[src/rtl/pmc_pkg.sv]
package pmc_pkg;

    typedef enum logic [2:0] {
        MODE_RESET = 3'd0,
        MODE_RUN   = 3'd1,
        MODE_IDLE  = 3'd2,
        MODE_PDOWN = 3'd3,
        MODE_WAKE  = 3'd4,
        MODE_EMU   = 3'd5
    } pmc_mode_e;

endpackage

[src/rtl/pmc_tick.sv]
// Machine-cycle tick: one pulse every MC_LEN system clocks.
module pmc_tick #(
    parameter int MC_LEN = 12
) (
    input  logic clk,
    input  logic rst_n,
    output logic tick
);
    localparam int CW = (MC_LEN > 2) ? $clog2(MC_LEN) : 1;

    logic [CW-1:0] cnt_d, cnt_q;

    always_comb begin
        tick  = (cnt_q == CW'(MC_LEN - 1));
        cnt_d = tick ? '0 : cnt_q + CW'(1);
    end

    always_ff @(posedge clk or negedge rst_n) begin
        if (!rst_n) cnt_q <= '0;
        else        cnt_q <= cnt_d;
    end
endmodule

[src/rtl/pmc_rst_qual.sv]
// Reset-pin qualifier: two consecutive high samples on the tick.
module pmc_rst_qual (
    input  logic clk,
    input  logic rst_n,
    input  logic tick,
    input  logic pin,
    output logic active
);
    logic [1:0] cnt_d, cnt_q;

    always_comb begin
        cnt_d = cnt_q;
        if (tick) begin
            if (!pin)               cnt_d = 2'd0;
            else if (cnt_q != 2'd2) cnt_d = cnt_q + 2'd1;
        end
        active = (cnt_q == 2'd2);
    end

    always_ff @(posedge clk or negedge rst_n) begin
        if (!rst_n) cnt_q <= 2'd0;
        else        cnt_q <= cnt_d;
    end
endmodule

[src/rtl/pmc_wake_sense.sv]
// Per-interrupt low-level detector: two consecutive low samples on the tick,
// qualified by enable and level-sensitive configuration.
module pmc_wake_sense #(
    parameter int NUM_XINT = 2
) (
    input  logic                clk,
    input  logic                rst_n,
    input  logic                tick,
    input  logic [NUM_XINT-1:0] en,
    input  logic [NUM_XINT-1:0] lvl,
    input  logic [NUM_XINT-1:0] pin_n,
    output logic [NUM_XINT-1:0] hit
);
    for (genvar g = 0; g < NUM_XINT; g++) begin : g_line
        logic low_d, low_q;

        always_comb begin
            low_d  = tick ? ~pin_n[g] : low_q;
            hit[g] = tick & en[g] & lvl[g] & ~pin_n[g] & low_q;
        end

        always_ff @(posedge clk or negedge rst_n) begin
            if (!rst_n) low_q <= 1'b0;
            else        low_q <= low_d;
        end
    end
endmodule

[src/rtl/pmc_settle.sv]
// Counts oscillator-stable cycles while the wake phase is active.
module pmc_settle #(
    parameter int SETTLE_W = 8
) (
    input  logic                clk,
    input  logic                rst_n,
    input  logic                run,
    input  logic                stable,
    input  logic [SETTLE_W-1:0] limit,
    output logic                done
);
    logic [SETTLE_W-1:0] cnt_d, cnt_q;

    always_comb begin
        done = (cnt_q >= limit);
        if (!run)                 cnt_d = '0;
        else if (stable && !done) cnt_d = cnt_q + SETTLE_W'(1);
        else                      cnt_d = cnt_q;
    end

    always_ff @(posedge clk or negedge rst_n) begin
        if (!rst_n) cnt_q <= '0;
        else        cnt_q <= cnt_d;
    end
endmodule

[src/rtl/pwr_mode_ctrl.sv]
module pwr_mode_ctrl
    import pmc_pkg::*;
#(
    parameter int MC_LEN   = 12,
    parameter int NUM_XINT = 2,
    parameter int SETTLE_W = 8
) (
    input  logic                clk,
    input  logic                rst_n,
    input  logic                rst_pin,
    input  logic                idle_req,
    input  logic                pd_req,
    input  logic [NUM_XINT-1:0] xint_en,
    input  logic [NUM_XINT-1:0] xint_lvl,
    input  logic [NUM_XINT-1:0] xint_n,
    input  logic                irq_any,
    input  logic                ale_pin,
    input  logic                psen_pin,
    input  logic                osc_stable,
    input  logic [SETTLE_W-1:0] settle_cnt,
    output logic                cpu_clk_en,
    output logic                osc_run_en,
    output logic                periph_clk_en,
    output logic                port0_float,
    output logic                weak_pullup,
    output logic                irq_wake,
    output logic                sfr_rst
);
    typedef struct packed {
        pmc_mode_e           mode;
        logic [NUM_XINT-1:0] src;
        logic                once_arm;
        logic                wake_pulse;
    } ctrl_t;

    ctrl_t ctrl_d, ctrl_q;

    logic                tick;
    logic                rst_act;
    logic [NUM_XINT-1:0] hit;
    logic                settle_done;
    logic                released;

    pmc_tick #(.MC_LEN(MC_LEN)) u_tick (
        .clk  (clk),
        .rst_n(rst_n),
        .tick (tick)
    );

    pmc_rst_qual u_rst_qual (
        .clk   (clk),
        .rst_n (rst_n),
        .tick  (tick),
        .pin   (rst_pin),
        .active(rst_act)
    );

    pmc_wake_sense #(.NUM_XINT(NUM_XINT)) u_wake_sense (
        .clk  (clk),
        .rst_n(rst_n),
        .tick (tick),
        .en   (xint_en),
        .lvl  (xint_lvl),
        .pin_n(xint_n),
        .hit  (hit)
    );

    pmc_settle #(.SETTLE_W(SETTLE_W)) u_settle (
        .clk   (clk),
        .rst_n (rst_n),
        .run   (ctrl_q.mode == MODE_WAKE),
        .stable(osc_stable),
        .limit (settle_cnt),
        .done  (settle_done)
    );

    // A wake completes only once every pin that caused it reads high again.
    assign released = &(xint_n | ~ctrl_q.src);

    always_comb begin
        ctrl_d            = ctrl_q;
        ctrl_d.wake_pulse = 1'b0;

        // Emulation strap: armed by address-latch low with strobe high.
        if (ctrl_q.mode == MODE_RESET) begin
            if (!ale_pin && psen_pin) ctrl_d.once_arm = 1'b1;
            else if (ale_pin)         ctrl_d.once_arm = 1'b0;
        end else begin
            ctrl_d.once_arm = 1'b0;
        end

        if (rst_act) begin
            ctrl_d.mode = MODE_RESET;
        end else begin
            unique case (ctrl_q.mode)
                MODE_RESET: ctrl_d.mode = (ctrl_q.once_arm && !ale_pin) ? MODE_EMU : MODE_RUN;
                MODE_RUN: begin
                    if (pd_req)        ctrl_d.mode = MODE_PDOWN;
                    else if (idle_req) ctrl_d.mode = MODE_IDLE;
                end
                MODE_IDLE: begin
                    if (irq_any) begin
                        ctrl_d.mode       = MODE_RUN;
                        ctrl_d.wake_pulse = 1'b1;
                    end
                end
                MODE_PDOWN: begin
                    if (|hit) begin
                        ctrl_d.mode = MODE_WAKE;
                        ctrl_d.src  = hit;
                    end
                end
                MODE_WAKE: begin
                    if (settle_done && released) begin
                        ctrl_d.mode       = MODE_RUN;
                        ctrl_d.wake_pulse = 1'b1;
                    end
                end
                MODE_EMU: ctrl_d.mode = MODE_EMU;
                default:  ctrl_d.mode = MODE_RESET;
            endcase
        end
    end

    always_ff @(posedge clk or negedge rst_n) begin
        if (!rst_n) begin
            ctrl_q.mode       <= MODE_RESET;
            ctrl_q.src        <= '0;
            ctrl_q.once_arm   <= 1'b0;
            ctrl_q.wake_pulse <= 1'b0;
        end else begin
            ctrl_q <= ctrl_d;
        end
    end

    always_comb begin
        cpu_clk_en    = (ctrl_q.mode == MODE_RUN);
        periph_clk_en = (ctrl_q.mode == MODE_RUN) || (ctrl_q.mode == MODE_IDLE);
        osc_run_en    = (ctrl_q.mode != MODE_PDOWN);
        port0_float   = (ctrl_q.mode == MODE_EMU);
        weak_pullup   = (ctrl_q.mode == MODE_EMU);
        sfr_rst       = (ctrl_q.mode == MODE_RESET);
        irq_wake      = ctrl_q.wake_pulse;
    end
endmodule

[config.mk]
export PLATFORM = sky130hd
export DESIGN_NAME = pwr_mode_ctrl
export DESIGN_NICKNAME = d
export VERILOG_FILES = /design/src/rtl/pmc_pkg.sv /design/src/rtl/pmc_tick.sv /design/src/rtl/pmc_rst_qual.sv /design/src/rtl/pmc_wake_sense.sv /design/src/rtl/pmc_settle.sv /design/src/rtl/pwr_mode_ctrl.sv
export SDC_FILE = /design/constraint.sdc
export NUM_CORES = 1
export LEC_CHECK = 0
export ABC_AREA = 1
export BUFFER_PORTS_ARGS = -buffer_cell sky130_fd_sc_hd__buf_2
export CAP_MARGIN = 20
export CORE_ASPECT_RATIO = 1.5
export CORE_MARGIN = 8
export CORE_UTILIZATION = 54
export CTS_CLUSTER_DIAMETER = 80
export DETAILED_ROUTE_END_ITERATION = 7
export PLACE_DENSITY_LB_ADDON = 0.3
export SKIP_CTS_REPAIR_TIMING = 1
export SYNTH_ARGS = -nofsm -noshare
export SYNTH_HDL_FRONTEND = slang
export SYNTH_SLANG_ARGS = --single-unit
export TNS_END_PERCENT = 10
[constraint.sdc]
create_clock -name clk -period 1.9 [get_ports clk]
set_clock_uncertainty 0.2 [all_clocks]
set_input_delay 0.285 -clock clk [delete_from_list [all_inputs] [get_ports clk]]
set_output_delay 0.285 -clock clk [all_outputs]
set_load 0.02 [all_outputs]
### After elaboration in Yosys (flattened, before gate mapping)

Index checks and enable logic that the tools add are counted.

| operators by class | value |
|---|---|
| add/subtract/negate cells | 3 |
| multiply operators | 0 |
| div/mod/pow operators | 0 |
| $lt $le $gt $ge | 1 |
| equality and inequality tests | 16 |
| shift-type cells | 0 |
| muxes and demuxes | 20 |
| bitwise gates (word level) | 13 |
| reduce and logical (&&, ||, !) cells | 13 |

Operator list:

| operator | number |
|---|---|
| 3-bit 2-to-1 mux | 6 |
| 3-bit one-hot mux with 6 select lines | 1 |
| 8-bit 2-to-1 mux | 2 |
| 3-bit inequality test, second input constant | 3 |
| 8-bit by 1-bit adder with 8-bit output, second input constant | 1 |
| 1-bit bitwise AND | 8 |
| 8-bit greater-or-equal comparator | 1 |
| 3-bit by 2-bit == test with 1-bit output, second input constant | 2 |
| 3-bit == test, second input constant | 2 |
| 1-bit 2-to-1 mux | 6 |
| 3-bit by 2-bit inequality test with 1-bit output, second input constant | 2 |
| 5-bit 2-to-1 mux | 1 |
| 4-bit by 1-bit adder with 4-bit output, second input constant | 1 |
| 4-bit == test, second input constant | 1 |
| 1-bit logical AND | 4 |
| 2-bit 2-to-1 mux | 2 |
| 4-bit 2-to-1 mux | 1 |
| 2-bit inequality test, second input constant | 2 |
| 4-bit by 3-bit inequality test with 1-bit output, second input constant | 1 |
| 2-bit AND reduction | 2 |
| 4-bit AND reduction | 1 |
| 3-bit by 1-bit == test with 1-bit output, second input constant | 1 |
| 3-bit logical NOT | 1 |
| 1-bit NOT | 3 |
| 10 further kinds | 11 |

| storage, ports and cells | value |
|---|---|
| register bits after elaboration | 23 |
| latch bits | 0 |
| bits in writable memories | 0 |
| memory bits (read-only) | 0 |
| memories | 0 |

### Longest topological paths before layout

| depth | value |
|---|---|
| depth in word-level cells | 9 |
| gate-level depth with buffers | 14 |
| depth with buffers taken out | 14 |

### Cells and area by module

From an unflattened synthesis, not the netlist that was laid out.

| second synthesis, totals | value |
|---|---|
| cell total of the unflattened synthesis | 229 |
| area total of the unflattened synthesis | 1601.5 um^2 |

By module, submodules not included:

| module | instances | cells each | area an instance (um^2) |
|---|---|---|---|
| pmc_settle | 1 | 103 | 744.5 |
| pwr_mode_ctrl | 1 | 76 | 465.4 |
| pmc_tick | 1 | 22 | 182.7 |
| pmc_rst_qual | 1 | 14 | 108.9 |
| pmc_wake_sense | 1 | 14 | 100.1 |

### Worst setup path before layout

No wires, ideal clock.

| path | value |
|---|---|
| path kind | reg-to-reg |
| from | reg u_settle.cnt_q[7] |
| to | reg ctrl_q[4] (netlist name) |
| library setup time | 0.118 ns |
| arrival time | 1.415 ns |
| slack | 0.167 ns |
| stages on the path, launching flop included | 11 |
| path buffers | 0 |
| clock period less this slack | 1.733 ns |
| cells stage by stage | dfrtp_1 > ha_1 > nand2_1 > nor2_1 > nand4_1 > nand3_2 > nand2_1 > nand2_1 > nand2_1 > nand3_1 > nand2_1 |

| between the ends | value |
|---|---|
| cells in the longest elaborated chain, start to end | 4 |

Ends and longest elaborated chain:

| element | line | text |
|---|---|---|
| start: declaration | pmc_settle.sv:12 | `logic [SETTLE_W-1:0] cnt_d, cnt_q;` |
| start signal: assignment | pmc_settle.sv:23 | `else cnt_q <= cnt_d;` |
| 8-bit greater-or-equal comparator | pmc_settle.sv:15 | `done = (cnt_q >= limit);` |
| 1-bit logical AND | pwr_mode_ctrl.sv:114 | `if (settle_done && released) begin` |
| 3-bit inequality test (no source line) | - |  |
| 4-bit AND reduction (no source line) | - |  |
| end signal: assignment | pwr_mode_ctrl.sv:132 | `ctrl_q <= ctrl_d;` |
| end: declaration | pwr_mode_ctrl.sv:36 | `ctrl_t ctrl_d, ctrl_q;` |

No other way between the ends.
A chain may end at the register's enable or synchronous reset.

### Worst setup path in the final report

| path | value |
|---|---|
| from | reg u_settle.cnt_q[5] |
| to | reg u_settle.cnt_q[7] |

| between the ends | value |
|---|---|
| cells in the longest elaborated chain, start to end | 4 |
| elaborated cells on any way between the ends | 7 |
| those cells by class | 1 x add/sub; 1 x order compare; 1 x eq/ne; 2 x mux; 2 x reduce/logical |

Ends and longest elaborated chain:

| element | line | text |
|---|---|---|
| 8-bit greater-or-equal comparator | pmc_settle.sv:15 |  |
| 1-bit logical NOT | pmc_settle.sv:17 | `else if (stable && !done) cnt_d = cnt_q + SETTLE_W'(1);` |
| 1-bit logical AND | pmc_settle.sv:17 |  |
| 2-bit inequality test (no source line) | - |  |

Several ways; a longest one is shown, not always the timed one. The select of a mux whose other input is x is not followed.

==> flow_summary.json <==
{
  "r2r-end": "u_settle.cnt_q[7]$_DFFE_PN0P_",
  "async_flop_share": 1.000,
  "finalMaxSlewViolations": 0,
  "clock_latency_ns": 0.27,
  "syn_area_mm2": 0.001478,
  "slew_headroom": 0.6596,
  "area_growth_pct": 27.86,
  "die_h_um": 80.07,
  "final_util": 0.7136,
  "fin_hold_ws_ns": 0.02398,
  "firstDrtPassIters": 4,
  "cts.path.max_buffers": 2,
  "yosysMostFrequentCell": "nand2_1",
  "cts_buffers": 3,
  "grt_use_total": 0.1432,
  "rsz0062_at_grt": "true",
  "synth_top_area_share": 0.3895,
  "max_freq_mhz": 530.3,
  "start_kind": "flip-flop",
  "status": "complete, no violations",
  "p_sw_frac": 0.3928,
  "p_leak_nw": 0.9949,
  "num_rows": 23,
  "port_buffers": 29,
  "worst-slew-pin-transition_ns": 0.5106,
  "power_mw": 1.453,
  "avgSynthCellArea_um2": 7.656,
  "grt_pass1_wl_um": 5347,
  "initial_core_util": 0.5581,
  "numClockSinks": 23,
  "ios": 30,
  "hold_end": "ctrl_q[1]$_DFFE_PN0P_",
  "diodes": 0,
  "core_mm2": 0.002648,
  "fillCellCount": 223,
  "grt_pass1_vias": 1346,
  "ys_warn_count": 0,
  "synth_cells": 193,
  "p_clk_frac": 0.213,
  "regArea_um2": 575.6,
  "cts-root-buf": "clkbuf_8",
  "min_period_ns": 1.886,
  "instances_no_fill": 276,
  "hold_violations": 0,
  "crit_fanout": 4,
  "cap_violations": 0,
  "die_w_um": 58.71,
  "globalRouteMet2Util": 0.2627,
  "ys_top_cells_by_count": "42 x nand2_1, 30 x inv_1, 23 x dfrtp_1",
  "rrSetupSlack_ns": 0.01,
  "power_switching_mw": 0.5708,
  "fp.dieArea_mm2": 0.004701,
  "tns_ns": 0,
  "synth-seq-cells": 23,
  "grt_start_max_net_pins": 24,
  "setup_viol": 0,
  "hpwl_um": 2540,
  "ant_nets": 0,
  "fin_nets": 274,
  "dpl-instance-area_mm2": 0.001730,
  "hp-start": "psen_pin",
  "cts_tree": "yes",
  "drt_iter0_markers": 44,
  "viasPerCell": 4.957,
  "met3_usage": 0.03514,
  "critical_path_arrival_ns": 1.86,
  "dpl_worst_slack_ns": -0.007061,
  "postSynthNetCount": 227,
  "worstPathRequired_ns": 1.87,
  "grt_use_met1": 0.1416,
  "routed_wl_um": 3246,
  "ir_drop_mv": 0.7033,
  "p_int_mw": 0.8823,
  "multi_input_area_um2": 834.6,
  "final.period_utilization": 0.9924,
  "synth.yosys.seq_area_share": 0.3895,
  "synthFlopType": "dfrtp_1",
  "antenna_found_initial": 0,
  "setup.worst_path.end_class": "flip-flop",
  "synth_edf_count": 0,
  "yosys-top-cells-area": "dfrtp_1 39%, nand2_1 11%, ha_1 9.3%, inv_1 7.6%, nand3_1 7.5%",
  "rr_worst_depth": 9,
  "p_per_area_mw_per_mm2": 769.2,
  "final_area_mm2": 0.001889,
  "clkTransAtPathRegs_ns": 0.08,
  "r2r-start": "u_settle.cnt_q[5]$_DFFE_PN0P_",
  "setup_slack_ns": 0.01437,
  "synth_top_cell_by_area": "dfrtp_1",
  "pwr-share-seq": 0.402,
  "dp_cells": 268,
  "pwr-share-comb": 0.385,
  "h-tree-depth": 1,
  "drive_gt1_frac": 0.3013,
  "overflow": 0,
  "busiest_layer": "met2",
  "wl_per_cell_um": 11.76,
  "synthDistinctLibCells": 26,
  "hold_class": "in2reg",
  "drc": 0,
  "gp_congestion": 0.8340,
  "hold_path_depth": 2,
  "num_vias": 1368,
  "criticalPathCategory": "reg2reg"
}
[critical path: stages (launching register included)]
cell,delay (ns)
dfrtp_1,0.41
ha_4,0.28
nand2_1,0.06
nor2_2,0.15
nand4_1,0.19
nand4_1,0.15
buf_4,0.15
nand2_2,0.07
nand2_1,0.09
nand2_1,0.04
[worst max-delay path by stage]
stage / slack, ns / startpoint / end
floorplan: 0.17 / u_settle.cnt_q[7]$_DFFE_PN0P_ / ctrl_q[4]$_DFFE_PN0P_
global placement: -0.02 / settle_cnt[7] / ctrl_q[4]$_DFFE_PN0P_
detailed placement: -0.007 / settle_cnt[7] / ctrl_q[4]$_DFFE_PN0P_
CTS: -0.01 / u_settle.cnt_q[7]$_DFFE_PN0P_ / ctrl_q[4]$_DFFE_PN0P_
global route: -0.11 / u_settle.cnt_q[5]$_DFFE_PN0P_ / ctrl_q[4]$_DFFE_PN0P_
finish: 0.01 / u_settle.cnt_q[5]$_DFFE_PN0P_ / u_settle.cnt_q[7]$_DFFE_PN0P_
[state kept, by name (all words and copies together), names as in the netlist]
register	cells
ctrl_q	6
irq_wake	1
u_rst_qual.cnt_q	2
u_settle.cnt_q	8
u_tick.cnt_q	4
u_wake_sense.g_line.low_q	2
[routing by layer]
layer,share of wire,routed length (µm)
met1,0.42,1352
met2,0.52,1690
met3,0.041,133
met4,0.021,69
met5,0,0
[layout make-up]
class / count / area share
Tap cell: 37 / 0.02450
Clock buffer: 4 / 0.02384
Multi-Input combinational cell: 134 / 0.4417
Sequential cell: 23 / 0.3046
Timing Repair Buffer: 44 / 0.1377
Inverter: 34 / 0.06755
[power by group through the flow]
stage | Clock (mW) | Combinational [mW] | Sequential [mW]
6_report | 0.309 | 0.559 | 0.585
5_1_grt | 0.328 | 0.631 | 0.592
4_1_cts | 0.315 | 0.540 | 0.585
3_5_place_dp | 0 | 0.538 | 0.595
3_3_place_gp | 0 | 0.533 | 0.593
2_1_floorplan | 0 | 0.386 | 0.591
[kinds of logic (layout without fill, tap and decap cells)]
group / count (synthesis) / after routing / synth area share
simple gates: 96 / 96 / 0.3082
buf+inv: 36 / 82 / 0.1008
compound gates: 24 / 24 / 0.09060
flops: 23 / 23 / 0.3895
fa+ha+maj: 11 / 11 / 0.09314
xor+xnor: 3 / 3 / 0.01778
[layout by cell type, fill, tap and decap left out]
master         Yosys  routed
o31ai_1            2       2
dlygate4sd3_1      0       1
dfrtp_1           23      23
nor3_1             1       1
nor2_4             3       3
buf_4              1      14
ha_2               0       1
or2_2              1       1
ha_1              11       6
o21ai_2            0       1
nand2_2            1       7
clkbuf_1           0       1
ha_4               0       4
nand2_1           42      36
inv_2              4       5
a21o_1             1       1
inv_1             30      29
nor3_4             1       1
nand3_4            0       1
nor2_2             0       1
o21a_1             1       1
nor2_1            18      17
nand3_2            2       1
buf_2              0      29
nand3_1           22      22
nand3b_1           1       1
o21bai_1           1       1
clkbuf_8           1       3
a21oi_1            9       9
xor2_1             3       3
nand4_1            4       4
o21ai_0            8       8
o22ai_1            1       1
(Power assumes the default switching activity.)
